File: src/rtl/edid_ser_pkg.sv
package edid_ser_pkg;

  // Strobes passed from the control to the datapath each cycle.
  typedef struct packed {
    logic loadByte;     // present MSB of the prefetched byte, advance address
    logic shiftBit;     // present the next data bit
    logic nullBit;      // present the released ninth bit
    logic restartAddr;  // point the fetch address at zero, release line
    logic fetch;        // issue a memory read at the fetch address
  } serStrobe_t;

endpackage

File: src/rtl/stream_rise_det.sv
module stream_rise_det #(
  parameter int SYNC_STAGES = 2
) (
  input  logic clk,
  input  logic rstN,
  input  logic streamClk,
  output logic streamRise
);

  logic [SYNC_STAGES-1:0] syncQ;
  logic prevQ;

  always_ff @(posedge clk or negedge rstN) begin
    if (!rstN) begin
      syncQ <= '0;
      prevQ <= 1'b0;
    end else begin
      syncQ <= {syncQ[SYNC_STAGES-2:0], streamClk};
      prevQ <= syncQ[SYNC_STAGES-1];
    end
  end

  assign streamRise = syncQ[SYNC_STAGES-1] & ~prevQ;

endmodule

File: src/rtl/edid_ser_ctrl.sv
module edid_ser_ctrl
  import edid_ser_pkg::*;
#(
  parameter int DATA_W       = 8,
  parameter int WARMUP_EDGES = 9
) (
  input  logic       clk,
  input  logic       rstN,
  input  logic       streamRise,
  input  logic       enable,
  input  logic       restart,
  output serStrobe_t strobe,
  output logic       warmDone
);

  localparam int POS_W  = $clog2(DATA_W + 1);
  localparam int WARM_W = $clog2(WARMUP_EDGES + 1);
  localparam logic [POS_W-1:0]  NULL_POS  = POS_W'(DATA_W);
  localparam logic [POS_W-1:0]  LAST_DATA = POS_W'(DATA_W - 1);
  localparam logic [WARM_W-1:0] WARM_LAST = WARM_W'(WARMUP_EDGES - 1);

  logic [POS_W-1:0]  bitPos;   // index of the bit now on the line
  logic [WARM_W-1:0] warmCnt;
  logic              fetchQ;
  logic              step;

  assign step = streamRise & enable;

  always_comb begin
    strobe       = '0;
    strobe.fetch = fetchQ;
    if (restart) begin
      strobe.restartAddr = 1'b1;
    end else if (step && warmDone) begin
      if (bitPos == NULL_POS)       strobe.loadByte = 1'b1;
      else if (bitPos == LAST_DATA) strobe.nullBit  = 1'b1;
      else                          strobe.shiftBit = 1'b1;
    end
  end

  always_ff @(posedge clk or negedge rstN) begin
    if (!rstN) begin
      bitPos   <= NULL_POS;
      warmCnt  <= '0;
      warmDone <= 1'b0;
      fetchQ   <= 1'b1;   // prefetch address 0 right after reset
    end else begin
      fetchQ <= strobe.loadByte | strobe.restartAddr;
      if (restart) begin
        warmDone <= 1'b1;
        bitPos   <= NULL_POS;
      end else if (step) begin
        if (!warmDone) begin
          if (warmCnt == WARM_LAST) warmDone <= 1'b1;
          else                      warmCnt  <= warmCnt + 1'b1;
        end else if (bitPos == NULL_POS) begin
          bitPos <= '0;
        end else begin
          bitPos <= bitPos + 1'b1;
        end
      end
    end
  end

endmodule

File: src/rtl/edid_ser_dp.sv
module edid_ser_dp
  import edid_ser_pkg::*;
#(
  parameter int DEPTH  = 128,
  parameter int DATA_W = 8,
  parameter int ADDR_W = $clog2(DEPTH)
) (
  input  logic              clk,
  input  logic              rstN,
  input  serStrobe_t        strobe,
  input  logic [DATA_W-1:0] memRdData,
  output logic              memRdEn,
  output logic [ADDR_W-1:0] memAddr,
  output logic              bitOut
);

  localparam logic [ADDR_W-1:0] LAST_ADDR = ADDR_W'(DEPTH - 1);

  logic [ADDR_W-1:0] fetchAddr;
  logic [ADDR_W-1:0] nextAddr;
  logic              rdValid;
  logic [DATA_W-1:0] bufByte;
  logic [DATA_W-1:0] shiftReg;

  assign nextAddr = (fetchAddr == LAST_ADDR) ? '0 : fetchAddr + 1'b1;
  assign memRdEn  = strobe.fetch;
  assign memAddr  = fetchAddr;

  always_ff @(posedge clk or negedge rstN) begin
    if (!rstN) begin
      fetchAddr <= '0;
      rdValid   <= 1'b0;
      bufByte   <= '0;
      shiftReg  <= '0;
      bitOut    <= 1'b1;
    end else begin
      rdValid <= strobe.fetch;
      if (rdValid) bufByte <= memRdData;
      if (strobe.restartAddr) begin
        fetchAddr <= '0;
        bitOut    <= 1'b1;
      end else if (strobe.loadByte) begin
        bitOut    <= bufByte[DATA_W-1];
        shiftReg  <= bufByte << 1;
        fetchAddr <= nextAddr;
      end else if (strobe.shiftBit) begin
        bitOut   <= shiftReg[DATA_W-1];
        shiftReg <= shiftReg << 1;
      end else if (strobe.nullBit) begin
        bitOut <= 1'b1;
      end
    end
  end

endmodule

File: src/rtl/edid_stream_tx.sv
module edid_stream_tx
  import edid_ser_pkg::*;
#(
  parameter  int DEPTH        = 128,
  parameter  int DATA_W       = 8,
  parameter  int WARMUP_EDGES = 9,
  parameter  int SYNC_STAGES  = 2,
  localparam int ADDR_W       = $clog2(DEPTH)
) (
  input  logic              clk,
  input  logic              rstN,
  input  logic              streamClk,
  input  logic              enable,
  input  logic              restart,
  output logic              memRdEn,
  output logic [ADDR_W-1:0] memAddr,
  input  logic [DATA_W-1:0] memRdData,
  output logic              lineOe
);

  logic       streamRise;
  logic       warmDone;
  logic       bitOut;
  serStrobe_t strobe;

  stream_rise_det #(.SYNC_STAGES(SYNC_STAGES)) riseDet (
    .clk(clk), .rstN(rstN), .streamClk(streamClk), .streamRise(streamRise)
  );

  edid_ser_ctrl #(.DATA_W(DATA_W), .WARMUP_EDGES(WARMUP_EDGES)) ctrl (
    .clk(clk), .rstN(rstN), .streamRise(streamRise), .enable(enable),
    .restart(restart), .strobe(strobe), .warmDone(warmDone)
  );

  edid_ser_dp #(.DEPTH(DEPTH), .DATA_W(DATA_W), .ADDR_W(ADDR_W)) dp (
    .clk(clk), .rstN(rstN), .strobe(strobe), .memRdData(memRdData),
    .memRdEn(memRdEn), .memAddr(memAddr), .bitOut(bitOut)
  );

  assign lineOe = enable & warmDone & ~bitOut;

endmodule

File: config.mk
export PLATFORM = sky130hd
export DESIGN_NAME = edid_stream_tx
export DESIGN_NICKNAME = d
export VERILOG_FILES = /design/src/rtl/edid_ser_pkg.sv /design/src/rtl/stream_rise_det.sv /design/src/rtl/edid_ser_ctrl.sv /design/src/rtl/edid_ser_dp.sv /design/src/rtl/edid_stream_tx.sv
export SDC_FILE = /design/constraint.sdc
export NUM_CORES = 1
export LEC_CHECK = 0
export BUFFER_PORTS_ARGS = -buffer_cell sky130_fd_sc_hd__buf_4
export CORE_AREA = 5 5 81 83
export CTS_CLUSTER_DIAMETER = 40
export DETAILED_ROUTE_END_ITERATION = 12
export DIE_AREA = 0 0 86 88
export PLACE_DENSITY = 0.52
export SYNTH_ARGS = -nofsm -noshare
export SYNTH_HDL_FRONTEND = slang
export SYNTH_SLANG_ARGS = --single-unit
File: constraint.sdc
create_clock -name clk -period 2.1 [get_ports clk]
set_clock_uncertainty 0.2 [all_clocks]
set_input_delay 0.105 -clock clk [delete_from_list [all_inputs] [get_ports clk]]
set_output_delay 0.105 -clock clk [all_outputs]
set_load 0.05 [all_outputs]
# Word level (Yosys, flattened, before mapping)
# Cells that the tools add are included.
[word_totals] ff_bits=38 wordCells=62 output_inout_bits=9 romBits=0 latchBits=0 ram_bits=0 n_memories=0
[classes] div=0 n_addsub=3 magnitude_cmp=0 shifts=0 mul=0 n_eq_ne=4 mux=24 reduce_logical=9 n_bitwise=11
[ops] cell="$mux W7" count=3
[ops] cell="$mux W4" count=4
[ops] cell="$mux W8" count=2
[ops] cell="$mux W1" count=12
[ops] cell="$add A4 B1 Y4 const B" count=2
[ops] cell="$eq A4 B4 Y1 const B" count=2
[ops] cell="$reduce_bool A2 Y1" count=4
[ops] cell="$add A7 B1 Y7 const B" count=1
[ops] cell="$eq A7 B7 Y1 const B" count=1
[ops] cell="$mux W3" count=2
[ops] cell="$not A1 Y1" count=6
[ops] cell="$and A1 B1 Y1" count=4
[ops] cell="$eq A4 B3 Y1 const B" count=1
[ops] cell="$reduce_and A2 Y1" count=2
[ops] cell="$reduce_and A4 Y1" count=1
[ops] cell="$reduce_bool A4 Y1" count=1
[ops] cell="$mux W2" count=1
[ops] cell="$logic_and A1 B1 Y1" count=1
[ops] cell="$or A1 B1 Y1" count=1

# Logic depth before layout (Yosys ltp)
# Gate-level depths: netlist of run 1.
[depth] ltp_word=10 depth_mapped=7 mapped_depth_nobuf=6

# Hierarchy
# From an unflattened synthesis of run 1, not the netlist that was laid out.
[hier_totals] hier_cells=161 hier_area_um2=1794.2
[modules_own_cells] mod="edid_ser_dp" seq_area_each_um2=601.8 instances=1 area_each_um2=1108.6 cells_per_inst=100
[modules_own_cells] mod="edid_ser_ctrl" seq_area_each_um2=252.7 instances=1 area_each_um2=588.1 cells_per_inst=56
[modules_own_cells] mod="stream_rise_det" seq_area_each_um2=75.1 instances=1 area_each_um2=88.8 cells_per_inst=4
[modules_own_cells] mod="edid_stream_tx" seq_area_each_um2=0.0 instances=1 area_each_um2=8.8 cells_per_inst=1

# Worst setup path before layout of run 1
# No wires, ideal clock.
[synth_timing] kind="register to register" start="reg ctrl.bitPos[0]" end="reg dp.fetchAddr[5], in the netlist dp.memAddr[5]" setup_ns=0.082 slack_ns=0.182 arrival_ns=1.636 stages_incl_launch_ff=7 path_cell_list="dfrtp_1 -> inv_1 -> ha_1 -> nand3b_1 -> or3_1 -> or3_1 -> a31oi_1"
[synth_via] elab_chain_cells=5
[synth_rtl] item="from (decl)" line_no="edid_ser_ctrl.sv:22" rtl="logic [POS_W-1:0] bitPos;"
[synth_rtl] item="from (signal assigned)" line_no="edid_ser_ctrl.sv:59" rtl="bitPos <= bitPos + 1'b1;"
[synth_rtl] item="$eq A4 B4 Y1" line_no="edid_ser_ctrl.sv:35" rtl="if (bitPos == NULL_POS) strobe.loadByte = 1'b1;"
[synth_rtl] item="$mux W1" line_no="edid_ser_ctrl.sv:35"
[synth_rtl] item="$mux W3" line_no="edid_ser_ctrl.sv:34" rtl="end else if (step && warmDone) begin"
[synth_rtl] item="$mux W3" line_no="edid_ser_ctrl.sv:32" rtl="if (restart) begin"
[synth_rtl] item="$reduce_bool A2 Y1 (no source line)"
[synth_rtl] item="to (signal assigned)" line_no="edid_ser_dp.sv:45" rtl="fetchAddr <= nextAddr;"
[synth_rtl] item="to (decl)" line_no="edid_ser_dp.sv:19" rtl="logic [ADDR_W-1:0] fetchAddr;"
# Every way passes these cells.
# A chain may end at the register's enable or synchronous reset.

# Final worst setup path of run 1
# Ends and elaborated chain as after synthesis.

==> impl_results.md, run 1 <==
* Status: finished, final reports clean
* Initial antenna violation count at 0
* Post-CTS setup buffer count at 0
* ANT nets after route at 0
* Vias in the first global route at 1,226
* Mapped cell area at about 1700 sq um
* GP Congestion at around 0.68
* Post-Synthesis Cells at approximately 160
* CP Buf/Inv Count at 1
* Post-route DRC at 0
* CP most frequent cell: or3_1
* Worst hold path type: primary input to async pin
* Routed vias/inst at roughly 4.5
* Async SR Flop Fraction at 1.00
* Logic pwr share at 0.120
* Final setup viols at 0
* Fillcell total at a little over 600
* Maxcap violations at 0
* Worst Path Max Fanout at 4
* XOR/XNOR Fraction of Synth Area at 0.0314
* Hold Violations, Final at 0
* ANT cells at 0
* Power share of the clock group at 0.333
* Top delay family on crit path: simple AND/OR/NAND/NOR gates
* Commonest cells after routing, fill and taps aside: dfrtp_1 (34), buf_4 (25), nand2_1 (24)
* Final Max Tran Viols at 0
* Post-Route Setup TNS at 0 ns
* Synth Warn # at 0
* DRT iter0 DRCs at 28
* Library cells used by synthesis at 30
* Pleak at between 0.9 and 1 nW
* Sw frac at 0.249
* Synth Area in Adders at 0.0374
* Mux contribution to synthesized area at 0.0732
* Clk_lat worst skew at about 0.28 ns
* Seq/Total Area, Yosys at 0.555
* Minimum clock period at about 1.9 ns
* Share of layout cells above drive strength 1 at 0.239
* Post-synthesis compound-gate area fraction at 0.0747
* WHS at roughly 0.13 ns
* Endpoint type of the worst setup path: flip-flop
* CTS Buf Count at 5
* Full die area at 7570 sq um
* Worst r2r src: ctrl.bitPos[0]
* Syn Area/Cell at around 11 sq um
* Clock sinks at 37
* Worst-Margin Slew at approximately 0.47 ns
* Buffers on Ports at 21
* Initial Utilization at 0.290
* IO Pins at 22
* Die W at 86 um
* Final worst-path cycle share at 0.926
* Core Rows at 28
* Largest family of logic cells by synthesized area: simple AND/OR/NAND/NOR gates
* CTS tree: built
* Overflow after GRT at 0
* Yosys reg bits at 37
* Peak Freq at a little over 0.5 GHz
* EDFF count, synth at 0
* RSZ-0062 raised after global routing: no
* Worst VDD drop at between 0.0003 and 0.0004 V
* Total Routing Usage GR at 0.0961
* Simple-Gate Fraction of Synth Area at 0.202
* Largest net degree at the start of global routing at 38
* Synthesized Nets at ~180
* First-pass GRT wire length at about 5700 um
* Rel. slew slack at 0.689
* Drt pass-1 iters at 4
* Core box area at between 5000 and 6000 sq um
* Register Area at between 900 and 1000 sq um
* Max clock buf depth at 2
* Seq pwr share at 0.547
* Primary FF master, synth: dfrtp_1
* Crit start category: flip-flop
* Setup CP Type: flip-flop to flip-flop
* Clock transition at path regs at about 0.07 ns
* Slowest stage cell on the critical path: dfrtp_1
* Pwr dens at ~700 nW/um^2
* Psw at 0.374 mW
* Fin util at 0.371
* Vias at 1,237
* Most common cell after layout, fill and taps aside: dfrtp_1
* CP Data Required Time at around 2.1 ns
* Int Power at around 1.1 mW
* Drt total wl at 3330 um
* Htree depth at 2
* Critical path, cell by cell: inv_1 -> ha_1 -> nand3b_1 -> or3_1 -> or3_1 -> a31oi_1
* Area of the multi-input gates at about 700 sq um
* Area grow syn2layout at 28.1%
* Delay of the slowest critical-path stage at between 0.4 and 0.5 ns
* Clk root buf: clkbuf_8
* Critical Path AT at just under 2 ns
* Crit path from: ctrl.bitPos[0]
* Post-detail-place hpwl at ~2300 um
* Layout Cells excl Fill at ~270
* Die height at 88 um
* Final nets at ~220
* Inst Count DP at between 200 and 300
* Per-cell routed wire length at approximately 12 um
-- power by group through the flow --
stage	Sequential (mW)	Combinational, mW	Clock (mW)
5_1_grt	0.833	0.205	0.547
3_5_place_dp	0.837	0.168	0
3_3_place_gp	0.836	0.166	0
2_1_floorplan	0.831	0.102	0
6_report	0.824	0.181	0.502
4_1_cts	0.824	0.186	0.524
-- metrics by stage --
stage,power (mW),setup WS (ns),instance area (sq um)
after detailed placement,1.01,0.177,1930
after floorplan,0.932,0.182,1670
after global routing,1.59,0.0282,2140
final,1.51,0.155,2140
after global placement,1.00,0.223,1930
after CTS,1.53,0.146,2140
-- worst register-to-register path: stages (launching register included) --
cell and delay (ns):
dfrtp_1 0.41, inv_1 0.09, ha_1 0.20, nand3b_1 0.10, or3_1 0.33, or3_1 0.38, a31oi_1 0.16
-- layer usage --
metal | global-route usage | wire, um | vias up
met1 | 0.119 | 1590 | 586
met3 | 0.0282 | 142 | 7
met4 | 0.0388 | 54 | 0
met2 | 0.157 | 1550 | 19
met5 | 0 | 0 | -
li1 | - | - | 625
-- layout make-up --
cell class	count	area share
Sequential cell	37	0.433
Inverter	6	0.0105
Clock inverter	1	0.00350
Clock buffer	6	0.0385
Multi-Input combinational cell	110	0.327
Tap cell	75	0.0438
Timing Repair Buffer	37	0.144
-- repair_timing --
action / CTS / global route
hold buffers: 12 / 0
endpoints found under the hold margin: 55 / 0
resized for setup: 0 / 0
-- worst paths after layout --
| path | end | slack [ns] | depth (start not counted) |
|---|---|---|---|
| max in group asynchronous | dp.bitOut | 1.22 | 2 |
| worst max register to register | dp.memAddr[5] | 0.15 | 6 |
| min in group clk | riseDet.syncQ[1] | 0.16 | 0 |
| worst min-delay path | dp.memAddr[5] | 0.13 | 2 |
| worst min register to register | riseDet.syncQ[1] | 0.16 | 0 |
| worst max-delay path | dp.memAddr[5] | 0.15 | 6 |
-- flip-flops by register name, indices dropped and copies added, names as in the netlist --
signal         flops
ctrl.warmDone      1
riseDet.prevQ      1
dp.bitOut          1
dp.bufByte         8
ctrl.bitPos        4
dp.shiftReg        7
dp.rdValid         1
riseDet.syncQ      2
ctrl.warmCnt       4
ctrl.fetchQ        1
dp.memAddr         7
-- synthesized netlist by cell type, drive strengths merged, types with 2 or more instances --
cell    count  area share
and3b       2       0.010
nand2      24       0.054
mux2       10       0.067
nor2       16       0.036
nand3b      3       0.013
a21oi       5       0.015
dfstp       3       0.047
o21ai       2      0.0060
xnor2       5       0.026
buf         2      0.0060
inv         6       0.013
a211o       2       0.010
a31oi       8       0.030
or3         2      0.0075
dfrtp      34        0.51
clkbuf      3      0.0067
nor3        7       0.021
nand3       7       0.021
ha          5       0.037
nor4        2      0.0075
-- cell families (layout without fill, tap and decap cells) --
kind of cell | after synthesis | after routing
compound gates | 20 | 20
xor+xnor | 6 | 6
fa+ha+maj | 5 | 5
buf+inv | 11 | 50
flops | 37 | 37
mux | 11 | 11
simple gates | 68 | 68
Note: power is estimated with default switching activity, not from simulation.
==> run 2, diff against run 1 <==
Settings changed: CORE_AREA 5 5 81 83 to 5 5 103 66, DIE_AREA 0 0 86 88 to 0 0 108 71.
==> impl_results.md, run 2 (synthesis results as in run 1) <==
* Status: finished, final reports clean
* Worst r2r src: ctrl.bitPos[0]
* Die height at between 70 and 80 um
* Worst VDD drop at approximately 0.00037 V
* ANT nets after route at 0
* Delay of the slowest critical-path stage at 0.42 ns
* Per-cell routed wire length at roughly 13 um
* Largest net degree at the start of global routing at 38
* Pwr dens at roughly 750 nW/um^2
* Levels on crit path at 6
* Final setup viols at 0
* Worst hold path type: primary input to async pin
* Worst Path Max Fanout at 4
* CP Data Required Time at approximately 2.1 ns
* Peak Freq at a little under 0.5 GHz
* CP most frequent cell: or3_1
* Final Max Tran Viols at 0
* Crit start category: flip-flop
* Post-cts gate resize count at 0
* Commonest cells after routing, fill and taps aside: dfrtp_1 (34), buf_4 (27), nand2_1 (24)
* Final worst-path cycle share at 0.967
* Setup CP Type: flip-flop to flip-flop
* Hold Violations, Final at 0
* CP Buf/Inv Count at 1
* Top reg by flops: dp.bufByte
* Critical path, cell by cell: inv_1 -> ha_1 -> nand3b_1 -> or3_1 -> or3_1 -> a31oi_1
* Max clock buf depth at 2
* Reg2Reg Depth at 6
* Clock sinks at 37
* Critical Path AT at slightly above 2 ns
* Max reg flops at 8
* GP Congestion at just under 0.8
* Most common cell after layout, fill and taps aside: dfrtp_1
* Clk_lat worst skew at approximately 0.28 ns
* CTS tree: built
* Worst-Margin Slew at about 0.49 ns
* FF-to-FF End: dp.memAddr[5]
* Total Routing Usage GR at 0.100
* Overflow after GRT at 0
* First-pass GRT wire length at around 6100 um
* Vias at 1,257
* Vias in the first global route at approximately 1,300
* Register-to-register setup slack at 0.07 ns
* Top delay family on crit path: simple AND/OR/NAND/NOR gates
* Clk root buf: clkbuf_8
* Post-route DRC at 0
* Final nets at between 200 and 250
* Rel. slew slack at 0.675
* Initial Utilization at 0.287
* Placed Area at 1950 sq um
* CTS Buf Count at 5
* Crit path from: ctrl.bitPos[0]
* Htree depth at 2
* Full die area at ~7700 sq um
* Buffers on Ports at 21
* Slowest stage cell on the critical path: dfrtp_1
* Post-detail-place hpwl at roughly 2500 um
* Share of layout cells above drive strength 1 at 0.250
* Area grow syn2layout at 31.5%
* Die W at approximately 110 um
* Clock transition at path regs at about 0.08 ns
* Minimum clock period at 2.03 ns
* Power Total at 1.66 mW
* Post-Route Setup TNS at 0 ns
* Core Rows at 22
* Routed vias/inst at 4.43
* End of the critical path: dp.memAddr[5]
* ANT cells at 0
* IO Pins at 22
* Drt total wl at about 3600 um
* Drt pass-1 iters at 4
* DRT iter0 DRCs at 64
* Core box area at between 5000 and 6000 sq um
* Initial antenna violation count at 0
* Pleak at 0.974 nW
* Endpoint type of the worst setup path: flip-flop
* RSZ-0062 raised after global routing: no
* Maxcap violations at 0
* Design Area, Final at between 2000 and 2500 sq um
==> run 2: cell types whose count changed in the layout (fill, tap and decap cells not counted), sizes merged <==
cell,change
buf,+2
bufinv,+1
==> run 2: final cells by class <==
cell class                 count  area, sq um
tap                           84          105
fill                         619         3630
timing repair buffer          39          323
multi-input combinational    110          701
clock inverter                 2         37.5
clock buffer                   6         82.6
inverter                       6         22.5
sequential                    37          930
==> run 2: where the power goes <==
| group | total (mW) | switching, mW | internal, mW |
|---|---|---|---|
| combinational | 0.183 | 0.0882 | 0.0943 |
| clock | 0.650 | 0.263 | 0.386 |
| sequential | 0.826 | 0.0462 | 0.780 |
==> run 2: through the flow <==
stage / worst slack (ns) / instances / util / hold WS, ns
3_5_place_dp: 0.104 / 263 / 0.335 / -0.0944
5_1_grt: 0.00325 / 284 / 0.377 / 0.170
3_3_place_gp: 0.171 / 263 / 0.335 / -0.0916
6_report: 0.0692 / 284 / 0.377 / 0.129
4_1_cts: 0.0775 / 283 / 0.376 / 0.140
2_1_floorplan: 0.182 / 158 / - / -0.391
==> run 2: how the worst min path moves through the flow <==
| stage | slack, ns | to | from |
|---|---|---|---|
| final | 0.13 | ctrl.warmCnt[1] | rstN |
| after global routing | 0.17 | riseDet.syncQ[1] | riseDet.syncQ[0] |
| after CTS | 0.14 | dp.bufByte[5] | rstN |
| after detailed placement | -0.09 | ctrl.warmCnt[3] | rstN |
| after global placement | -0.09 | ctrl.warmCnt[3] | rstN |
| after floorplan | -0.39 | ctrl.bitPos[0] | rstN |
==> run 2: timing repair <==
item,in CTS,in global routing
setup buffers,0,1
hold buffers,12,0
setup endpoints to repair,0,2
endpoints found under the hold margin,55,0
==> run 2: routing by layer <==
layer / vias to the layer above / global-route usage / part of all wire
li1: 627 / - / -
met1: 608 / 0.149 / 0.56
met2: 20 / 0.138 / 0.39
met3: 2 / 0.0374 / 0.044
met4: 0 / 0.0210 / 0.0022
met5: - / 0 / 0
